### config.mk
export PLATFORM = sky130hd
export DESIGN_NAME = reload_timer
export DESIGN_NICKNAME = d
export VERILOG_FILES = /design/src/rtl/rtimer_pkg.sv /design/src/rtl/rt_reload.sv /design/src/rtl/rt_step_sel.sv /design/src/rtl/rt_core.sv /design/src/rtl/reload_timer.sv
export SDC_FILE = /design/constraint.sdc
export NUM_CORES = 1
export LEC_CHECK = 0
export BUFFER_PORTS_ARGS = -buffer_cell sky130_fd_sc_hd__buf_2
export CORE_ASPECT_RATIO = 1.4
export CORE_MARGIN = 2
export CORE_UTILIZATION = 55
export CTS_CLUSTER_SIZE = 30
export DETAILED_ROUTE_END_ITERATION = 8
export GPL_TIMING_DRIVEN = 0
export PLACE_DENSITY = 0.76
export SLEW_MARGIN = 15
export SYNTH_ARGS = -nofsm -noshare
export SYNTH_HDL_FRONTEND = slang
export SYNTH_HIERARCHICAL = 1
export SYNTH_SLANG_ARGS = --single-unit
### constraint.sdc
create_clock -name clk -period 3.54 [get_ports clk]
set_input_delay 0.177 -clock clk [delete_from_list [all_inputs] [get_ports clk]]
set_output_delay 0.177 -clock clk [all_outputs]
set_load 0.01 [all_outputs]
### src/rtl/rtimer_pkg.sv
package rtimer_pkg;
  typedef enum logic [1:0] {
    RM_INTERVAL = 2'd0,
    RM_EVENT    = 2'd1,
    RM_ONESHOT  = 2'd2,
    RM_RSVD     = 2'd3
  } run_mode_e;
endpackage

### src/rtl/rt_reload.sv
module rt_reload #(
  parameter int W = 16
) (
  input  logic         clk,
  input  logic         rst,
  input  logic         wr_en,
  input  logic [W-1:0] wr_data,
  output logic [W-1:0] rld_q,
  output logic         rld_zero
);
  // Whole-word reload store; zero flag kept registered to keep it off the count path.
  always_ff @(posedge clk) begin
    if (rst) begin
      rld_q    <= '0;
      rld_zero <= 1'b1;
    end else if (wr_en) begin
      rld_q    <= wr_data;
      rld_zero <= (wr_data == '0);
    end
  end
endmodule

### src/rtl/rt_step_sel.sv
module rt_step_sel
  import rtimer_pkg::*;
(
  input  run_mode_e md,
  input  logic      tick_in,
  input  logic      evt_ext,
  input  logic      evt_chain,
  input  logic      evt_sel,
  output logic      step_raw
);
  always_comb begin
    unique case (md)
      RM_INTERVAL, RM_ONESHOT: step_raw = tick_in;
      RM_EVENT:                step_raw = evt_sel ? evt_chain : evt_ext;
      default:                 step_raw = 1'b0;
    endcase
  end
endmodule

### src/rtl/rt_core.sv
module rt_core #(
  parameter int W = 16
) (
  input  logic         clk,
  input  logic         rst,
  input  logic         load_now,
  input  logic [W-1:0] load_val,
  input  logic         step,
  input  logic         dir_up,
  input  logic         oneshot,
  input  logic [W-1:0] rld,
  output logic [W-1:0] cnt,
  output logic         wrap
);
  localparam logic [W-1:0] MAXV = {W{1'b1}};
  localparam logic [W-1:0] ONE  = W'(1);

  logic at_lim;

  // Single-shot finishes on the n-th tick, so its limit sits one above zero.
  always_comb begin
    if (dir_up)       at_lim = (cnt == MAXV);
    else if (oneshot) at_lim = (cnt == ONE);
    else              at_lim = (cnt == '0);
  end

  assign wrap = step & at_lim;

  always_ff @(posedge clk) begin
    if (rst)           cnt <= '0;
    else if (load_now) cnt <= load_val;
    else if (wrap)     cnt <= rld;
    else if (step)     cnt <= dir_up ? cnt + ONE : cnt - ONE;
  end
endmodule

### src/rtl/reload_timer.sv
module reload_timer
  import rtimer_pkg::*;
#(
  parameter int W = 16
) (
  input  logic         clk,
  input  logic         rst,
  input  logic         wr_en,
  input  logic [W-1:0] wr_data,
  input  logic         start,
  input  logic         up_sel,
  input  logic [1:0]   mode,
  input  logic         evt_sel,
  input  logic         pulse_en,
  input  logic         tick_in,
  input  logic         evt_ext,
  input  logic         evt_chain,
  output logic [W-1:0] count,
  output logic         tmr_out,
  output logic         irq
);
  run_mode_e md;
  logic [W-1:0] rld_q;
  logic [W-1:0] load_val;
  logic rld_zero, start_q, done_q;
  logic is_event, is_oneshot, trig, idle, active;
  logic step_raw, step, load_now, dir_up, wrap;

  assign md         = run_mode_e'(mode);
  assign is_event   = (md == RM_EVENT);
  assign is_oneshot = (md == RM_ONESHOT);
  assign trig       = is_oneshot & start & ~start_q;
  assign idle       = ~start | (is_oneshot & done_q);
  assign active     = start & ~rld_zero & ~(is_oneshot & done_q) & ~trig;
  assign step       = active & step_raw;
  assign load_now   = trig | (wr_en & idle);
  assign load_val   = wr_en ? wr_data : rld_q;
  assign dir_up     = is_event & up_sel;

  rt_reload #(.W(W)) u_reload (
    .clk(clk), .rst(rst), .wr_en(wr_en), .wr_data(wr_data),
    .rld_q(rld_q), .rld_zero(rld_zero)
  );

  rt_step_sel u_sel (
    .md(md), .tick_in(tick_in), .evt_ext(evt_ext), .evt_chain(evt_chain),
    .evt_sel(evt_sel), .step_raw(step_raw)
  );

  rt_core #(.W(W)) u_core (
    .clk(clk), .rst(rst), .load_now(load_now), .load_val(load_val),
    .step(step), .dir_up(dir_up), .oneshot(is_oneshot), .rld(rld_q),
    .cnt(count), .wrap(wrap)
  );

  always_ff @(posedge clk) begin
    if (rst) begin
      irq     <= 1'b0;
      tmr_out <= 1'b0;
      start_q <= 1'b0;
      done_q  <= 1'b0;
    end else begin
      irq     <= wrap;
      start_q <= start;
      if (!pulse_en) tmr_out <= 1'b0;
      else if (wrap) tmr_out <= ~tmr_out;
      if (trig)                   done_q <= 1'b0;
      else if (wrap & is_oneshot) done_q <= 1'b1;
    end
  end
endmodule

---- After elaboration in Yosys (flattened, before gate mapping) ----
Cells that the tools add are included.
storage, ports and cells
  bits of input ports ..................... 28
  register bits after elaboration ......... 37
  output and inout bits ................... 18
  logic and storage cells ................. 49
cells by class
  muxes and demuxes ....................... 9
  add/subtract/negate cells ............... 2
  reductions and logical operators ........ 7
  equal/unequal tests ..................... 4
  bitwise gates (word level) .............. 20
operators by type and width
  cell                   count
  $mux 16                5
  $logic_not 16->1       2
  $add 16x1->16 const B  1
  $eq 16x1->1 const B    1
  $eq 16x16->1 const B   1
  $sub 16x1->16 const B  1
  $and 1x1->1            11
  $not 1->1              7
  $reduce_or 2->1        3
  $mux 1                 3
  $reduce_bool 3->1      1
  $eq 2x1->1 const B     1
  $eq 2x2->1 const B     1
  $logic_not 2->1        1
  $or 1x1->1             2
  $pmux 1 s2             1

---- Depth between registers and ports, before layout ----
  depth in word-level cells ............... 9
  depth in mapped cells ................... 11
  depth with buffers taken out ............ 9

---- Hierarchy ----
Netlist, hierarchy kept.
by module, submodules not included
  module        seq. area each (um^2)  cells each  area an instance (um^2)  instances
  rt_core       320.3                  198         1549.0                   1
  rt_reload     340.3                  61          673.1                    1
  reload_timer  80.1                   37          437.9                    1
  rt_step_sel   0.0                    4           26.3                     1

---- Least setup slack after synthesis ----
OpenSTA, ideal clock, no wires.
  path kind ............................... flip-flop to flip-flop
  start ................................... reg u_core.cnt[11]
  end ..................................... reg u_core.cnt[0]
  data required time ...................... 3406 ps
  buffers on the path ..................... 2
  clock period less this slack ............ 2594 ps
  data arrival time ....................... 2461 ps
  slack ................................... 946 ps
  cell stages (with the launch flop) ...... 9
  library setup time ...................... 134 ps
  cell sequence ........................... dfxtp_1 > buf_6 > or4_4 > or4_4 > a2111oi_4 > buf_6 > nor2_1 > a21oi_2 > o22ai_1
on the way
  word-level cells in the longest chain between the ends .. 6
  elaborated cells between the ends (all ways) .. 9
  classes of those cells .................. eq/ne: 2; mux: 4; bitwise: 1; reduce/logical: 2
RTL lines
  what                                             RTL line                      source
  start, declared                                  rt_core.sv:12                 output logic [W-1:0] cnt,
  start signal, assigned                           rt_core.sv:31                 else if (load_now) cnt <= load_val;
  start signal, assigned                           rt_core.sv:32                 else if (wrap) cnt <= rld;
  start signal, assigned                           rt_core.sv:33                 else if (step) cnt <= dir_up ? cnt + ONE : cnt - ONE;
  $eq 16x1->1 or $logic_not 16->1 (tied branches)  rt_core.sv:23, rt_core.sv:24
  $mux 1                                           rt_core.sv:23                 else if (oneshot) at_lim = (cnt == ONE);
  $mux 1 *                                         rt_core.sv:22                 if (dir_up) at_lim = (cnt == MAXV);
  $and 1x1->1 *                                    rt_core.sv:27                 assign wrap = step & at_lim;
  $mux 16                                          rt_core.sv:32
  $mux 16                                          rt_core.sv:31
Every way passes the cells marked *; elsewhere a longest branch is shown, timed or not.
A chain may end at the register's enable or synchronous reset.

---- Worst setup path in the final report ----
  start ................................... reg u_core.cnt[9]
  end ..................................... reg u_core.cnt[3]
Same word-level chain as after synthesis.

==> impl_results.md <==
- Outcome: finished, final reports clean
- Post-synth EDFFs: 0
- Number of vias per cell: 5.80
- Register area: 741 sq um
- Main combinational cell family by area after synthesis: simple AND/OR/NAND/NOR gates
- Number of buffers inserted by hold repair at cts: 0
- Total leakage power: around 1.3 nW
- Initial antenna violation count: 0
- Sort of element at the end of the critical path: register
- Number of DRC markers after the initial detailed-route iteration: 169
- Die Area: 5470 sq um
- Total half-perimeter wirelength after legalization and detailed placement: between 5000 and 6000 um
- Pin slew with the least headroom to its limit: 523 ps
- Number of cells upsized or downsized after cts: 0
- Crit path arrival time: roughly 2900 ps
- Grt ovf: 0
- Rows: 30
- Wire length of the first global-routing pass: 10800 um
- Post-synthesis mux area share: 16.2%
- Count of unresolved DRC violations after routing: 0
- Via count: 2413
- Post-synthesis cell type with the largest combined area: sky130_fd_sc_hd__dfxtp_1
- Diode insertion count for antenna repair: 0
- Number of buffer and inverter instances along the worst setup path: 2
- Sequential area share after synthesis: 27.6%
- Number of top-level design ports: 46
- Initial Utilization: between 50% and 60%
- Fraction of the cycle the final worst path needs: 78.0%
- Avg WL per Cell: between 15 and 20 um
- # clock sinks: 37
- Classification of the worst setup path: reg2reg
- Part of the power in registers: 41.5%
- Layout cells sized above 1: 30.7%
- Instance area at placement: 2990 sq um
- Leading cell types by count after synthesis: 37 x sky130_fd_sc_hd__dfxtp_1, 37 x sky130_fd_sc_hd__nor2_1, 25 x sky130_fd_sc_hd__a21oi_1, 22 x sky130_fd_sc_hd__mux2i_1, 17 x sky130_fd_sc_hd__o22ai_1
- DIE HEIGHT: between 80 and 90 um
- Maximum count of clock buffers along a single path: 2
- Avg Cell Area, Syn: 8.95 sq um
- Critical-path maximum fanout: 10
- Port Buf Inserts: 44
- Most common flop cell mapped by yosys: sky130_fd_sc_hd__dfxtp_1
- Clk Latency, worst-skew pair: roughly 290 ps
- Synth top area share: 27.6%
- Final Max Tran Viols: 0
- YS warnings: 6
- Crit-path max cell delay: around 600 ps
- Largest cells by area after synthesis: sky130_fd_sc_hd__dfxtp_1 28%, sky130_fd_sc_hd__mux2i_1 8.2%, sky130_fd_sc_hd__nor2_1 5.2%
- Maximum number of pins on one net before global-route repair: 12
- Clock network fraction of design power: between 20% and 30%
- Family with the most delay on the worst path: simple AND/OR/NAND/NOR gates
- Normalized max-slew margin: 65.1%
- WP data required: 3700 ps
- Min-delay worst type: in2reg
- Comb pwr share: 33.0%
- First drt pass iteration count: 4
- Worst setup skew after layout: 10.1 ps
- Chain of cells forming the critical path: buf_4, or4_1, or4_4, a2111oi_4, buf_6, nor2_1, a21oi_2, o22ai_1
- CTS H-tree depth: 2
- Switch Pwr: 0.375 mW
- Type of origin of the critical path: register
- Weighted congestion at the end of routability-driven global placement: between 0.9 and 1
- Cell area after layout: 3070 sq um
- IR drop worst, VDD: 0.310 mV
- Placeable core area: 4770 sq um
- Number of register bits inferred by synthesis: 37
- Cell internal pwr: 0.754 mW
- Post-layout net count: 382
- Asr flop ratio synth: 0%
- CTS root buffer: sky130_fd_sc_hd__clkbuf_8
- RSZ-0062 raised after global routing: false
- Final setup fails: 0
- Buffer count from post-CTS setup fixing: 0
- Net Count, Synth: 331
- Number of nets with antenna violations after detailed routing: 0
- Synthesized cell area: between 2000 and 3000 sq um
- Xor and xnor area share after synthesis: 4.56%
- Net Sw Frac: 33.2%
- Clock period minus final worst setup slack: 2760 ps
- Count of mapped cells out of synthesis: 300
- Area grow syn2layout: 14.3%
- Compound-gate portion of the synthesized area: around 18%
- Simple-gate portion of the synthesized area: 24.6%
- Max capacitance violation total: 0
- Vias in the first global route: 2290
- Arithmetic-cell share of the synthesized area counting full adders, half adders and majority gates: 1.40%
- Number of hold-slack violations in the final timing report: 0
- Number of CTS-inserted buffers: 5
- Aggregate global-route resource usage: 25.0%
- Top achievable clock speed: 362 MHz
- Combined area of the multi-input logic cells: 1730 sq um
- Die outline width: 63.1 um
- CTS clock-pin slew for the worst setup and hold paths: 80 ps
- Setup tns final: 0 ps
- TritonCTS clock tree: built
- P per Cell Area: around 370 nW/um^2
- Total wirelength of the detailed-routed design: 6750 um
- Count of fill cells added during filler insertion: 412
- Cell with the largest stage delay on the worst path: sky130_fd_sc_hd__or4_4
- Number of distinct library cells after synthesis: 58
==> through the flow <==
step,setup slack (ps),std cells,hold slack (ps),utilization [%],total power [mW]
2_1_floorplan,946,300,249,-,0.750
3_3_place_gp,666,408,408,62.7,0.841
3_5_place_dp,678,408,416,62.7,0.843
4_1_cts,760,416,104,64.4,1.13
5_1_grt,649,416,112,64.4,1.18
6_report,778,416,108,64.4,1.13
==> worst reg2reg max path: cells and delay by family (launching register included) <==
family / cells / cell delay (ps)
AND/OR/NAND/NOR: 3 / 1220
buffers and inverters: 2 / 390
AO/OA/AOI/OAI: 3 / 720
flip-flops: 1 / 310
==> kinds of logic (layout without fill, tap and decap cells) <==
family | count (synthesis) | after routing
adder cells (fa/ha/maj) | 3 | 3
AO/OA/AOI/OAI | 65 | 65
flip-flops | 37 | 37
buffers and inverters | 31 | 83
multiplexers | 38 | 38
XOR/XNOR | 14 | 14
AND/OR/NAND/NOR | 112 | 112
==> sequential cells by signal, indices dropped and copies added (netlist names) <==
register           cells
u_reload/rld_zero      1
irq                    1
done_q                 1
start_q                1
u_core/cnt            16
tmr_out                1
u_reload/rld_q        16
==> path summary, 6_finish.rpt <==
path | slack (ps) | to | cells after the start | from
max | 780 | u_core/cnt[3] | 8 | u_core/cnt[9]
min | 110 | u_reload/rld_zero | 2 | wr_data[12]
max reg2reg | 780 | u_core/cnt[3] | 8 | u_core/cnt[9]
min reg2reg | 470 | done_q | 2 | done_q
==> layer usage <==
layer,global-route usage [%],vias up,routed length (um)
li1,-,1213,-
met2,43.7,74,3270
met5,0,-,0
met4,10.1,0,158
met3,4.03,13,317
met1,30.6,1113,3000
==> cells in the final DEF (no fill, tap or decap), types with 4 or more instances in the layout <==
cell type	synthesis	layout
sky130_fd_sc_hd__buf_2	4	48
sky130_fd_sc_hd__dfxtp_1	37	37
sky130_fd_sc_hd__nor2_1	37	37
sky130_fd_sc_hd__a21oi_1	25	25
sky130_fd_sc_hd__mux2i_1	22	22
sky130_fd_sc_hd__o22ai_1	17	17
sky130_fd_sc_hd__nor3b_1	13	13
sky130_fd_sc_hd__xnor2_1	11	11
sky130_fd_sc_hd__nand2_1	10	10
sky130_fd_sc_hd__mux2_4	9	9
sky130_fd_sc_hd__inv_1	8	8
sky130_fd_sc_hd__clkbuf_1	7	8
sky130_fd_sc_hd__mux2_2	7	7
sky130_fd_sc_hd__buf_6	6	6
sky130_fd_sc_hd__clkbuf_8	1	6
sky130_fd_sc_hd__nand4_1	6	6
sky130_fd_sc_hd__nor3_1	6	6
sky130_fd_sc_hd__nand3_1	5	5
sky130_fd_sc_hd__or4_1	4	4
sky130_fd_sc_hd__a21oi_2	4	4
sky130_fd_sc_hd__nor4_1	4	4
==> power groups by stage <==
| stage | clock network [mW] | logic [mW] | registers (mW) |
|---|---|---|---|
| after detailed placement | 0 | 0.365 | 0.478 |
| final | 0.287 | 0.373 | 0.469 |
| after global placement | 0 | 0.364 | 0.476 |
| after CTS | 0.294 | 0.369 | 0.468 |
| after global routing | 0.309 | 0.403 | 0.472 |
| after floorplan | 0 | 0.275 | 0.476 |
==> layout make-up <==
class                           count  area share, %
Tap cell                           64           2.61
Inverter                            8          0.978
Multi-Input combinational cell    232           56.5
Clock inverter                      2          0.326
Timing Repair Buffer               44           7.17
Buffer                             23           5.91
Sequential cell                    37           24.1
Clock buffer                        6           2.36
No activity file was read; power rests on OpenSTA's default activity.
